==> src/rtl/sdw_pkg.sv <==
package sdw_pkg;

    localparam int DIV_W  = 9;
    localparam int HI_W   = 10;
    localparam int LO_W   = 8;
    localparam int FRAC_W = HI_W + LO_W;
    localparam int ADDR_W = 4;
    localparam int DATA_W = (DIV_W > HI_W) ? ((DIV_W > LO_W) ? DIV_W : LO_W)
                                           : ((HI_W > LO_W) ? HI_W : LO_W);

    typedef logic [DIV_W-1:0]  div_t;
    typedef logic [FRAC_W-1:0] frac_t;
    typedef logic [HI_W-1:0]   hi_t;
    typedef logic [LO_W-1:0]   lo_t;

    typedef enum logic [ADDR_W-1:0] {
        SEL_MAIN_DIV  = 4'd0,
        SEL_MAIN_LO   = 4'd1,
        SEL_MAIN_HI   = 4'd2,
        SEL_AUX_DIV   = 4'd3,
        SEL_AUX_FRAC  = 4'd4
    } reg_sel_e;

    typedef struct packed {
        logic mdiv;
        logic mlo;
        logic mhi;
        logic adiv;
        logic afrac;
    } wr_strobe_t;

    function automatic div_t clamp_div(div_t v, div_t lo, div_t hi);
        if (v < lo)      return lo;
        else if (v > hi) return hi;
        else             return v;
    endfunction

    function automatic frac_t sext_hi(hi_t h);
        return {{LO_W{h[HI_W-1]}}, h};
    endfunction

    function automatic frac_t join_words(hi_t h, lo_t l);
        return {h, l};
    endfunction

endpackage

==> src/rtl/sdw_decode.sv <==
module sdw_decode
    import sdw_pkg::*;
(
    input  logic              wr_en,
    input  logic [ADDR_W-1:0] wr_addr,
    output wr_strobe_t        stb
);

    always_comb begin
        stb = '0;
        if (wr_en) begin
            case (reg_sel_e'(wr_addr))
                SEL_MAIN_DIV: stb.mdiv  = 1'b1;
                SEL_MAIN_LO:  stb.mlo   = 1'b1;
                SEL_MAIN_HI:  stb.mhi   = 1'b1;
                SEL_AUX_DIV:  stb.adiv  = 1'b1;
                SEL_AUX_FRAC: stb.afrac = 1'b1;
                default:      stb       = '0;
            endcase
        end
    end

endmodule

==> src/rtl/sdw_channel.sv <==
module sdw_channel
    import sdw_pkg::*;
#(
    parameter bit HAS_LO   = 1'b1,
    parameter int FRAC_MIN = 6,
    parameter int FRAC_MAX = 505
) (
    input  logic              clk,
    input  logic              rst,
    input  logic              div_we,
    input  logic              lo_we,
    input  logic              hi_we,
    input  logic [DATA_W-1:0] wr_data,
    input  logic              wide,
    input  logic              int_mode,
    output div_t              act_div,
    output frac_t             act_frac,
    output logic              upd
);

    localparam div_t LIM_LO = div_t'(FRAC_MIN);
    localparam div_t LIM_HI = div_t'(FRAC_MAX);

    div_t  shadow_div_q;
    lo_t   lo_word;
    logic  wide_sel;
    hi_t   hi_word;
    frac_t frac_next;
    div_t  div_clamped;
    logic  commit_int;
    logic  commit_frac;

    generate
        if (HAS_LO) begin : g_lo
            lo_t shadow_lo_q;
            always_ff @(posedge clk) begin
                if (rst)        shadow_lo_q <= '0;
                else if (lo_we) shadow_lo_q <= wr_data[LO_W-1:0];
            end
            assign lo_word  = shadow_lo_q;
            assign wide_sel = wide;
        end else begin : g_nolo
            logic unused_lo_inputs;
            assign unused_lo_inputs = &{1'b0, lo_we, wide};
            assign lo_word  = '0;
            assign wide_sel = 1'b0;
        end
    endgenerate

    always_comb begin
        hi_word     = wr_data[HI_W-1:0];
        frac_next   = wide_sel ? join_words(hi_word, lo_word) : sext_hi(hi_word);
        div_clamped = clamp_div(shadow_div_q, LIM_LO, LIM_HI);
        commit_int  = div_we & int_mode;
        commit_frac = hi_we & ~int_mode;
    end

    always_ff @(posedge clk) begin
        if (rst) begin
            shadow_div_q <= '0;
            act_div      <= '0;
            act_frac     <= '0;
            upd          <= 1'b0;
        end else begin
            upd <= commit_int | commit_frac;
            if (div_we) shadow_div_q <= wr_data[DIV_W-1:0];
            if (commit_int) begin
                act_div  <= wr_data[DIV_W-1:0];
                act_frac <= '0;
            end else if (commit_frac) begin
                act_div  <= div_clamped;
                act_frac <= frac_next;
            end
        end
    end

endmodule

==> src/rtl/frac_divword_bank.sv <==
module frac_divword_bank
    import sdw_pkg::*;
#(
    parameter int FRAC_MIN = 6,
    parameter int FRAC_MAX = 505
) (
    input  logic              clk,
    input  logic              rst,
    input  logic              wr_en,
    input  logic [ADDR_W-1:0] wr_addr,
    input  logic [DATA_W-1:0] wr_data,
    input  logic              main_wide,
    input  logic              int_mode,
    output logic [DIV_W-1:0]  main_div,
    output logic [FRAC_W-1:0] main_frac,
    output logic              main_upd,
    output logic [DIV_W-1:0]  aux_div,
    output logic [FRAC_W-1:0] aux_frac,
    output logic              aux_upd
);

    wr_strobe_t stb;

    sdw_decode u_decode (
        .wr_en   (wr_en),
        .wr_addr (wr_addr),
        .stb     (stb)
    );

    sdw_channel #(
        .HAS_LO   (1'b1),
        .FRAC_MIN (FRAC_MIN),
        .FRAC_MAX (FRAC_MAX)
    ) u_main (
        .clk      (clk),
        .rst      (rst),
        .div_we   (stb.mdiv),
        .lo_we    (stb.mlo),
        .hi_we    (stb.mhi),
        .wr_data  (wr_data),
        .wide     (main_wide),
        .int_mode (int_mode),
        .act_div  (main_div),
        .act_frac (main_frac),
        .upd      (main_upd)
    );

    sdw_channel #(
        .HAS_LO   (1'b0),
        .FRAC_MIN (FRAC_MIN),
        .FRAC_MAX (FRAC_MAX)
    ) u_aux (
        .clk      (clk),
        .rst      (rst),
        .div_we   (stb.adiv),
        .lo_we    (1'b0),
        .hi_we    (stb.afrac),
        .wr_data  (wr_data),
        .wide     (1'b0),
        .int_mode (int_mode),
        .act_div  (aux_div),
        .act_frac (aux_frac),
        .upd      (aux_upd)
    );

endmodule

==> config.mk <==
export PLATFORM = sky130hd
export DESIGN_NAME = frac_divword_bank
export DESIGN_NICKNAME = d
export VERILOG_FILES = /design/src/rtl/sdw_pkg.sv /design/src/rtl/sdw_decode.sv /design/src/rtl/sdw_channel.sv /design/src/rtl/frac_divword_bank.sv
export SDC_FILE = /design/constraint.sdc
export NUM_CORES = 1
export LEC_CHECK = 0
export ABC_AREA = 1
export BUFFER_PORTS_ARGS = -buffer_cell sky130_fd_sc_hd__buf_2
export CAP_MARGIN = 40
export CORE_UTILIZATION = 30
export CTS_BUF_LIST = sky130_fd_sc_hd__clkbuf_8
export DETAILED_ROUTE_END_ITERATION = 8
export PLACE_DENSITY = 0.53
export SKIP_CTS_REPAIR_TIMING = 1
export SLEW_MARGIN = 20
export SYNTH_ARGS = -nofsm -noshare
export SYNTH_HDL_FRONTEND = slang
export SYNTH_HIERARCHICAL = 1
export SYNTH_SLANG_ARGS = --single-unit
==> constraint.sdc <==
create_clock -name clk -period 3.6 [get_ports clk]
set_clock_uncertainty 0.15 [all_clocks]
set_input_delay 0.72 -clock clk [delete_from_list [all_inputs] [get_ports clk]]
set_output_delay 0.72 -clock clk [all_outputs]
set_load 0.02 [all_outputs]
Word level (Yosys, flattened, before mapping) --
Index checks and enable logic that the tools add are counted. W data, S select, Z words.
Storage, ports and cells: logic and storage cells 44, bits in registers 74, input port bits 19
Operators by class: reduce and logical (&&, ||, !) cells 5, magnitude comparators 4, muxes and demuxes 15, bitwise logic cells 7, equal/unequal tests 4
Operators with widths (count):
- $mux W9 | 8
- $gt A9 B9 Y1 const B | 2
- $lt A9 B3 Y1 const B | 2
- $mux W17 | 1
- $eq A4 B2 Y1 const B | 2
- $mux W1 | 5
- $mux W5 | 1
- $and A1 B1 Y1 | 4
- $eq A4 B1 Y1 const B | 1
- $eq A4 B3 Y1 const B | 1
- $logic_not A4 Y1 | 1
- $reduce_bool A2 Y1 | 2
- $reduce_or A2 Y1 | 2
- $or A1 B1 Y1 | 2
- $not A1 Y1 | 1

Logic depth before layout (Yosys ltp) --
Gate-level depths: netlist of the first run.
word-level depth 6, depth in mapped cells 11, gate-level depth less buffers 10

By module --
Netlist of the first run, hierarchy kept.
Modules (own cells, without submodules):
- sdw_channel (u_main) | instances 1, cells an instance 245, area an instance 1863.0 µm², sequential area each 900.9 µm²
- sdw_channel (u_aux) | instances 1, cells an instance 170, area an instance 1402.6 µm², sequential area each 580.6 µm²
- sdw_decode | instances 1, cells an instance 14, area an instance 56.3 µm², sequential area each 0.0 µm²
- frac_divword_bank | instances 1, cells an instance 1, area an instance 3.8 µm², sequential area each 0.0 µm²

Least setup slack after synthesis of the first run --
No wires, ideal clock.
path kind input-to-reg, start point input wr_addr[2], end point register u_main.act_div[2], library setup time 66 ps, stages on the path 11, path buffers 2, data required time 3384 ps, path slack 1731 ps, arrival 1653 ps, cells stage by stage nor2_2 -> nand2_1 -> nor2_1 -> buf_2 -> nand2_2 -> buf_6 -> nand2_8 -> nand2_4 -> nand2_2 -> nand2_1 -> a21oi_2
RTL lines:
- from (decl) | line frac_divword_bank.sv:10 | input logic [ADDR_W-1:0] wr_addr,
- to (signal assigned) | line sdw_channel.sv:68 | act_div <= wr_data[DIV_W-1:0];
- to (signal assigned) | line sdw_channel.sv:71 | act_div <= div_clamped;
- to (decl) | line sdw_channel.sv:16 | output div_t act_div,

==> impl.org, run 1 <==
** CTS
- For the worst-skew pair, the clock arrives at the later sink with an insertion delay of 0.35 ns.
- CTS clk-pin slew, worst paths :: roughly 0.08 ns
- Buffers inserted during clock tree synthesis total 9.
- The clock tree synthesis step divided the H-tree into 3 levels.
- TritonCTS built the clock tree.
- Longest Clk Path Bufs :: 2
- The tree is rooted in a sky130_fd_sc_hd__clkbuf_8.
- Number of sinks handled by clock tree synthesis :: 74

** Outcome
- Outcome :: finished clean

** Worst setup path
- For the worst setup path, the data arrival time is 2.10 ns.
- The worst register-to-register path ends at u_aux/act_div[1].
- STA classifies the critical path startpoint as an input port.
- Startpoint of the most critical setup path :: wr_addr[0]
- STA classifies the critical path endpoint as a flip-flop.
- At the worst endpoint, the required time is between 3 and 4 ns.
- Worst setup slack for register-to-register paths :: about 2.5 ns
- Along the worst path, the maximum fanout reaches 18.
- Worst flop-to-flop path startpoint :: u_aux/shadow_div_q[6]
- Kind of critical path :: input port to flip-flop
- The worst register-to-register path has a depth of 5.

** STA
- Setup repair after global routing left no endpoint under its margin.
- Based on the critical path, the design can be clocked at up to between 500 and 600 MHz.
- In this run the tightest slew margin relative to its limit is 61.2%.
- The count of final max-slew check failures came to 0.
- At the pin with the least slew margin, the transition time is 0.582 ns.
- Period utilization :: 54.8%
- Setup slack on the critical path of the routed design comes to 1.63 ns.
- Summed over all failing endpoints, the final setup total negative slack is 0 ns.
- Clock period minus worst slack :: 1.97 ns
- The final-report hold violation count came to 0.
- Setup violations remaining at the end of the flow were counted as 0.

** Power and ir drop
- For this design the static power due to leakage is 1.75 nW.
- The worst-case IR drop observed on VDD is 0.174 mV.
- Total power divided by cell area :: 410 mW/mm²
- Summing internal, switching and leakage power gives 0.00160 W.

** Detailed routing
- For this block, the initial DRC count from the detailed router was about 170.
- Total Wirelength :: roughly 8800 µm
- The detail route stage leaves a number of antenna-violating nets equal to 0.
- Routed via count :: approximately 2900
- Dividing the detail-routed via count by the number of cells gives 4.62.
- DRC :: 0
- Number of optimization iterations in the first detailed-route pass :: 4
- Dividing the detail-routed wire length by the instance count gives 13.9 µm.

** Global routing
- The total overflow left after global routing is 0.
- Global-route usage over all layers :: 16.1%
- The number of global-route vias before repair is 2811.
- First-pass GRT wire length :: 14200 µm
- The number of antenna violations at the first check in global routing came to 0.
- Entering global routing, the biggest net connects 21 pins.

** Die
- I/O pins :: 75
- Overall die width :: 107 µm
- Vertical die dimension :: roughly 110 µm
- After floorplanning, the core was sized to cover 0.0108 mm².
- Initial core utilization :: 30.8%
- The floorplan step defined a die boundary enclosing around 0.011 mm².
- In this run the core area contains 38 standard-cell rows.

** Final layout
- The post-route netlist has 27.4% of its cells at a drive strength greater than 1.
- Area Overhead vs Synth :: 17.3%
- The repair_antennas step left the layout with diodes totalling 0.
- Commonest cells after routing, fill and taps aside :: sky130_fd_sc_hd__nand2_1, sky130_fd_sc_hd__buf_2, sky130_fd_sc_hd__dfxtp_1
- Once layout is complete, the cells apart from fillers number approximately 640.
- Number of nets in the finished design :: 510
- After filler insertion, the fill cell instance count of the layout stands at ~1100.
- Cells fill about 36% of the core in the end.
- Leaving out fill and tap cells, the most frequent cell in the layout is sky130_fd_sc_hd__nand2_1.
- Area of the multi-input gates :: 0.00148 mm²
- Combined flip-flop and latch cell area :: 0.00148 mm²

** Placed design
- The HPWL after detailed placement is between 6000 and 7000 µm.
- The number of placed instances, taps included, is 619.
- The count of buffers added on input and output ports is 74.
- Placement-stage worst setup slack :: 1.29 ns
- Routability-driven placement finished with a final weighted congestion of 0.833.

** Worst hold path
- The worst hold path terminates at u_main/act_frac[4].
- Along the worst hold path, the cell count comes to 2.
- The tightest min-delay check is of the flip-flop to flip-flop type.
- Hold Startpoint :: u_main/g_lo.shadow_lo_q[4]

** Yosys
- Synthesis produced 429 cells.
- Mean area per synthesized cell :: 7.74 µm²
- The Yosys step of the flow raised 6 warnings.
- Post-synthesis instance area :: 0.00332 mm²
- Counting every net in the synthesized netlist gives 448.

** Flow run
- Across the run, the number of max-cap violations was 0.
-- flip-flops by register name, indices dropped and copies added (netlist names) --
register	flops
u_main/shadow_div_q	9
u_main/act_div	9
u_main/act_frac	18
u_main/upd	1
u_aux/shadow_div_q	9
u_aux/act_div	9
u_main/g_lo.shadow_lo_q	8
u_aux/upd	1
u_aux/act_frac	10
-- report_power, final --
part,internal [W],switching (W)
combinational,0.0000324,0.0000849
sequential,0.000830,0.00000841
clock,0.000319,0.000321
-- per-layer routing --
metal / vias up / GRT usage (%) / wire, µm
met4: 0 / 6.36 / 143
met1: 1310 / 20.1 / 3900
met5: - / 0 / 0
met3: 12 / 4.19 / 619
li1: 1514 / - / -
met2: 105 / 26.5 / 4150
-- worst max-delay path: stages --
cell and delay [ns]:
sky130_fd_sc_hd__buf_2 0.08, sky130_fd_sc_hd__inv_1 0.03, sky130_fd_sc_hd__nand2_1 0.09, sky130_fd_sc_hd__nor2_1 0.06, sky130_fd_sc_hd__buf_4 0.19, sky130_fd_sc_hd__nand2_2 0.28
sky130_fd_sc_hd__inv_4 0.12, sky130_fd_sc_hd__nor2_8 0.25, sky130_fd_sc_hd__o21ai_0 0.13, sky130_fd_sc_hd__a21oi_1 0.14
-- how the worst max path moves through the flow --
stage | slack [ns] | to
4_1_cts | 1.66 | u_main/act_div[8]
3_3_place_gp | 1.29 | u_main/act_div[8]
5_1_grt | 1.44 | u_main/act_frac[6]
3_5_place_dp | 1.29 | u_main/act_div[8]
6_report | 1.63 | u_main/act_frac[6]
2_1_floorplan | 1.73 | u_main/act_div[2]
-- per-stage QoR --
step,hold WS (ns),instance area [µm²]
3_3_place_gp,0.295,3690
4_1_cts,0.301,3890
6_report,0.304,3890
3_5_place_dp,0.288,3690
5_1_grt,0.319,3890
2_1_floorplan,0.276,3320
-- area by class of cell --
| cell class | instances | share of cell area [%] |
|---|---|---|
| Multi-Input combinational cell | 286 | 38.0 |
| Tap cell | 140 | 4.50 |
| Clock buffer | 9 | 3.18 |
| Timing Repair Buffer | 78 | 10.3 |
| Sequential cell | 74 | 38.0 |
| Clock inverter | 7 | 1.80 |
| Inverter | 42 | 4.24 |
(Power assumes the default switching activity.)
==> inputs of run 2 (changes only) <==
==> constraint.sdc (replaced) <==
create_clock -name clk -period 2.05 [get_ports clk]
set_clock_uncertainty 0.15 [all_clocks]
set_input_delay 0.41 -clock clk [delete_from_list [all_inputs] [get_ports clk]]
set_output_delay 0.41 -clock clk [all_outputs]
set_load 0.02 [all_outputs]
==> impl.org, run 2 (synthesized netlist as in run 1, its figures left out) <==
** Outcome
- The flow ran to the end, and the final reports show no timing, DRC or antenna violations.

** Flow run
- Max-cap violations in this run came to 0.

** Final layout
- Area of the multi-input gates :: 0.00148 mm²
- The largest registers in the layout are u_main/act_frac x18, u_aux/act_frac x10.
- Area Overhead vs Synth :: 18.8%
- The library cell used most frequently in the layout, excluding fill and tap cells, is sky130_fd_sc_hd__nand2_1.
- The net count of the finished layout is 514.
- Commonest cells after routing, fill and taps aside :: sky130_fd_sc_hd__nand2_1, sky130_fd_sc_hd__buf_2, sky130_fd_sc_hd__dfxtp_1
- Fraction of the core area covered by cells at the end of the flow :: between 30% and 40%
- Of the cells placed in the final design, the portion with a size suffix greater than 1 is 28.2%.
- The register with the most flip-flops in the layout has 18 of them.
- Summing all flip-flop and latch instances after layout gives 0.00148 mm².
- Counting flops per register, the top entry is u_main/act_frac.
- Final-layout fill cell count :: roughly 1200
- Ant diodes :: 0

** Die
- Placeable core region :: 0.0108 mm²
- In this run the vertical extent of the chip is 107 µm.
- Number of core rows :: 38
- The die covers approximately 0.011 mm².
- Overall die width :: 107 µm
- I/O pins :: 75
- The initial utilization of the core area, before any placement, comes to 30.8%.

** STA
- RSZ-0062 raised after global routing :: false
- After layout, the minimum clock period comes to 1.56 ns.
- For the pin with the worst max-slew slack, the measured transition is 0.624 ns.
- After routing, the total negative slack on setup checks comes to 0 ns.
- Final number of hold-violating endpoints :: 0
- Fmax :: 640 MHz
- Setup violations remaining at the end of the flow were counted as 0.
- The count of final max-slew check failures was 0.
- Slew margin rel. :: around three fifths
- Period utilization :: 76.2%

** Placed design
- Post-DP HPWL :: 6420 µm
- At the end of routability-driven placement, the weighted congestion stood at 0.792.
- In this run the tool buffered the top-level ports with 74 buffer cells.

** Detailed routing
- Met1 WL :: 4200 µm
- After detailed routing, the number of remaining DRC violations is 0.
- Met3 Wirelength :: approximately 350 µm
- Top routing layer in use :: met4
- Routed via count divided by cell count :: ~4.6
- 1st-iter DRT viols :: 157
- Total Wirelength :: 8610 µm
- Routed via count :: 2942
- ANT nets after route :: 0
- In the detailed route, the total length drawn on met2 is 3940 µm.
- The first TritonRoute pass finished after 5 iterations.
- In the final routed layout, each cell accounts on average for 13.4 µm.

** Global routing
- Pin count of the biggest net entering global routing :: 21
- First-pass GRT wire length :: 13800 µm
- Number of global-route vias before repair :: between 2000 and 3000
- Global-route congestion overflow total :: 0
- Number of antenna violations at the first check in global routing :: 0
- Global-route usage over all layers :: 15.9%

** Worst setup path
- The critical path goes through buf_2.
- The worst setup path is of the flip-flop to output pin kind.
- The worst setup path is captured at an output pin.
- For the worst setup path, the data arrival time is 1.00 ns.
- STA puts the critical path data required time at 1.49 ns.
- Startpoint types :: flip-flop
- Worst path bufs/invs :: 1
- The kind of cell with the highest combined delay along the critical path is flip-flops.
- Highest cell delay on the worst timing path :: between 0.4 and 0.5 ns
- In this run the worst path has a maximum fanout of 10.
- Cell with the biggest individual delay on the critical path :: sky130_fd_sc_hd__dfxtp_1

** CTS
- Longest Clk Path Bufs :: 2
- CTS tree :: done
- The clock net in this run drives a total of 74 sinks.
- After clock tree synthesis, the clock-pin slew on the worst setup and hold paths is 0.08 ns.
- TritonCTS created 9 clock buffers.
- The tree is rooted in a sky130_fd_sc_hd__clkbuf_8.
- The H-tree was split into 3 levels.
- Worst skew pair latency :: between 0.3 and 0.4 ns

** Power and ir drop
- Maximum vdd ir drop :: 0.299 mV
- Total power divided by cell area :: just over 700 mW/mm²
- Cell leakage power :: 1.78 nW
- Overall power consumption :: 0.00283 W

** Worst hold path
- Hold Path Class :: input port to flip-flop
run 2: cell count changes in the layout (fill, tap and decap cells not counted):
cell / change
sky130_fd_sc_hd__buf_12: +1
sky130_fd_sc_hd__buf_4: +3
sky130_fd_sc_hd__clkinv_4: +3
sky130_fd_sc_hd__clkinvlp_4: -2
sky130_fd_sc_hd__inv_1: -1
run 2: path summary, 6_finish.rpt:
| path | from | endpoint | slack [ns] | cells past startpoint |
|---|---|---|---|---|
| worst min-delay path | wr_data[0] | u_main/act_frac[8] | 0.18 | 3 |
| worst max register to register | u_main/shadow_div_q[3] | u_main/act_div[1] | 0.90 | 5 |
| worst min register to register | u_main/g_lo.shadow_lo_q[1] | u_main/act_frac[1] | 0.30 | 2 |
| worst max-delay path | u_aux/act_frac[9] | aux_frac[13] | 0.49 | 1 |
run 2: final cells by class:
| cell class | count | share of cell area (%) |
|---|---|---|
| Clock buffer | 9 | 3.14 |
| Clock inverter | 7 | 1.97 |
| Inverter | 42 | 4.19 |
| Multi-Input combinational cell | 286 | 37.5 |
| Sequential cell | 74 | 37.6 |
| Tap cell | 140 | 4.44 |
| Timing Repair Buffer | 82 | 11.2 |
run 2: layer usage:
metal | global-route usage, % | vias up
met1 | 21.2 | 1352
li1 | - | 1522
met4 | 4.89 | 0
met2 | 25.2 | 58
met5 | 0 | -
met3 | 3.71 | 10
run 2: through the flow:
step	cell area, µm²	setup WS (ns)	hold slack, ns	std cells
2_1_floorplan	3320	0.491	0.276	429
3_3_place_gp	3740	0.194	0.284	624
3_5_place_dp	3740	0.135	0.289	624
4_1_cts	3950	0.464	0.170	640
5_1_grt	3950	0.375	0.188	640
6_report	3950	0.488	0.184	640
run 2: report_power, final:
group	switching, W	internal (W)
clock	0.000580	0.000570
combinational	0.000148	0.0000616
sequential	0.0000136	0.00146
==> inputs of run 3 (changes only) <==
==> constraint.sdc (replaced) <==
create_clock -name clk -period 1.6 [get_ports clk]
set_clock_uncertainty 0.15 [all_clocks]
set_input_delay 0.32 -clock clk [delete_from_list [all_inputs] [get_ports clk]]
set_output_delay 0.32 -clock clk [all_outputs]
set_load 0.02 [all_outputs]
==> impl.org, run 3 (synthesized netlist as in run 1, its figures left out) <==
** STA
- Setup slack after layout :: around 0.13 ns
- Fmax :: around 680 MHz
- Slew at the pin with the worst max-slew slack :: 0.304 ns
- Counting I/O delays and the setup requirement, the final critical path takes 1.47 ns.
- Period utilization :: just over 90%
- Setup repair after global routing left no endpoint under its margin.
- The worst pin sits at a relative slew slack of 79.7%.
- Number of max-slew violations in the final report :: 0
- Final number of hold-violating endpoints :: 0
- Final-layout setup total negative slack :: 0 ns
- Setup violations remaining at the end of the flow were counted as 0.

** Worst setup path
- Highest cell delay on the worst timing path :: ~0.45 ns
- In this run the critical register-to-register path is captured at u_aux/act_div[1].
- Worst flop-to-flop path startpoint :: u_aux/shadow_div_q[5]
- Worst Reg2Reg Path Length in Cells :: 5
- On the critical path the largest part of the delay comes from flip-flops.
- The worst setup path is of the flip-flop to output pin kind.
- For the worst setup path, the data required time is 1.13 ns.
- Together, buffers and inverters on the worst path number 1.
- STA classifies the critical path endpoint as an output pin.
- STA classifies the critical path startpoint as a flip-flop.
- Largest driver fanout on the critical path :: 10
- Critical path cell sequence :: buf_2
- STA puts the critical path data arrival time at 1.00 ns.
- Cell with the biggest individual delay on the critical path :: sky130_fd_sc_hd__dfxtp_1
- Setup slack on the worst reg-to-reg path comes out at 0.43 ns.

** Power and ir drop
- Cell leakage power :: 1.89 nW
- Total power divided by cell area :: ~960 mW/mm²
- The worst-case IR drop observed on VDD is 0.467 mV.

** Worst hold path
- The worst hold path was traced through 3 stages.
- End point of the most critical hold path :: u_main/act_frac[8]
- In this run the most critical hold path is launched from wr_data[0].
- The min-delay analysis places its worst path in the category input port to flip-flop.

** Global routing
- For this run, the total global-route usage over all layers was measured as about 16%.
- Global-route congestion overflow total :: 0
- The first global-routing pass estimated 14400 µm of wire.
- Pin count of the biggest net entering global routing :: 21
- Number of global-route vias before repair :: between 2000 and 3000
- The number of antenna violations at the first check in global routing came to 0.

** Final layout
- Ant diodes :: 0
- The net count of the finished layout is 530.
- In the final layout, the share of cells above drive strength 1 is between 30% and 40%.
- Leaving out fill and tap cells, the most frequent cell in the layout is sky130_fd_sc_hd__nand2_1.
- Regs by FF count :: u_main/act_frac x18, u_aux/act_frac x10
- Counting the fill cells in the layout gives 1120.
- Most flop-heavy register :: u_main/act_frac
- Cells fill 38.2% of the core in the end.
- Relative to the synthesized area, the layout overhead comes to 24.0%.
- After the flow finishes, the layout carries non-filler instances totaling 656.
- The register with the most flip-flops in the layout has 18 of them.
- Commonest cells after routing, fill and taps aside :: sky130_fd_sc_hd__nand2_1, sky130_fd_sc_hd__buf_2, sky130_fd_sc_hd__dfxtp_1

** Flow run
- Across the run, the number of max-cap violations was 0.

** Outcome
- Outcome :: finished clean

** Detailed routing
- The routed layout has between 3000 and 4000 vias.
- DRC :: 0
- In this run the remaining antenna-violating nets after routing total 0.
- The first routing iteration left between 150 and 200 violations.
- In the final routed layout, each cell accounts on average for 13.5 µm.
- After detailed routing, the number of vias per cell comes to 4.60.
- Summed over all layers, the routed wires come to 8830 µm.
- For this run, the detailed router's first-pass iteration total came to 4.

** CTS
- Longest Clk Path Bufs :: 2
- Clock root cell :: sky130_fd_sc_hd__clkbuf_8
- The later pin in the worst-skew pair is clocked with a latency of 0.35 ns.
- Clock buffer count from CTS :: 9
- TritonCTS built the clock tree.
- Number of sinks handled by clock tree synthesis :: 74
- The H-tree was split into 3 levels.
- CTS clk-pin slew, worst paths :: 0.08 ns

** Die
- Die area :: 0.0115 mm²
- Row generation in the floorplan step produced 38 rows.
- For this configuration, the core starts out at a cell density of 30.8%.
- Overall die width :: 107 µm
- I/O pins :: 75
- Placeable core region :: 0.0108 mm²
- The die is roughly 110 µm tall.

** Placed design
- Placement-stage worst setup slack :: -0.139 ns
- Inst Count DP :: 640
- Routability-driven placement congestion ratio :: 0.769
- Post-DP HPWL :: 6610 µm
- Number of buffers added on ports :: 74
-- run 3: how the worst max path moves through the flow --
stage | start | endpoint | cells after the start
6_report | u_aux/act_frac[9] | aux_frac[13] | 1
5_1_grt | u_aux/act_frac[9] | aux_frac[16] | 1
4_1_cts | u_aux/act_frac[9] | aux_frac[13] | 1
3_5_place_dp | wr_addr[2] | u_main/act_div[8] | 9
3_3_place_gp | wr_addr[2] | u_main/act_div[3] | 8
2_1_floorplan | wr_addr[2] | u_main/act_div[2] | 11
-- run 3: final cells by class --
type / instances / area [µm²] / area share (%)
clock buffers: 9 / 124 / 3.01
clock inverters: 7 / 119 / 2.89
inverters: 42 / 165 / 4.01
multi-input cells: 286 / 1480 / 35.9
flip-flops and latches: 74 / 1480 / 36.0
well taps: 140 / 175 / 4.25
repair buffers: 98 / 576 / 14.0
-- run 3: where the power goes --
| group | switching, W | total [W] | leakage, nW | internal, W |
|---|---|---|---|---|
| sequential | 0.0000181 | 0.00189 | 0.598 | 0.00187 |
| combinational | 0.000193 | 0.000281 | 1.17 | 0.0000885 |
| clock | 0.000733 | 0.00177 | 0.121 | 0.00104 |
| total | 0.000944 | 0.00394 | 1.89 | 0.00299 |
-- run 3: per-layer routing --
layer	GRT usage [%]	up-vias	wire (µm)
met1	21.0	1352	3970
met4	5.87	0	153
met3	4.26	10	606
li1	-	1557	-
met5	0	-	0
met2	26.2	100	4100
-- run 3: metrics by stage --
step	hold WS, ns	instance area [µm²]	power (W)
after global placement	0.286	3880	0.00221
after detailed placement	0.292	3880	0.00221
final	0.115	4120	0.00394
after global routing	0.119	4120	0.00407
after floorplan	0.276	3320	0.00210
after CTS	0.0941	4120	0.00398
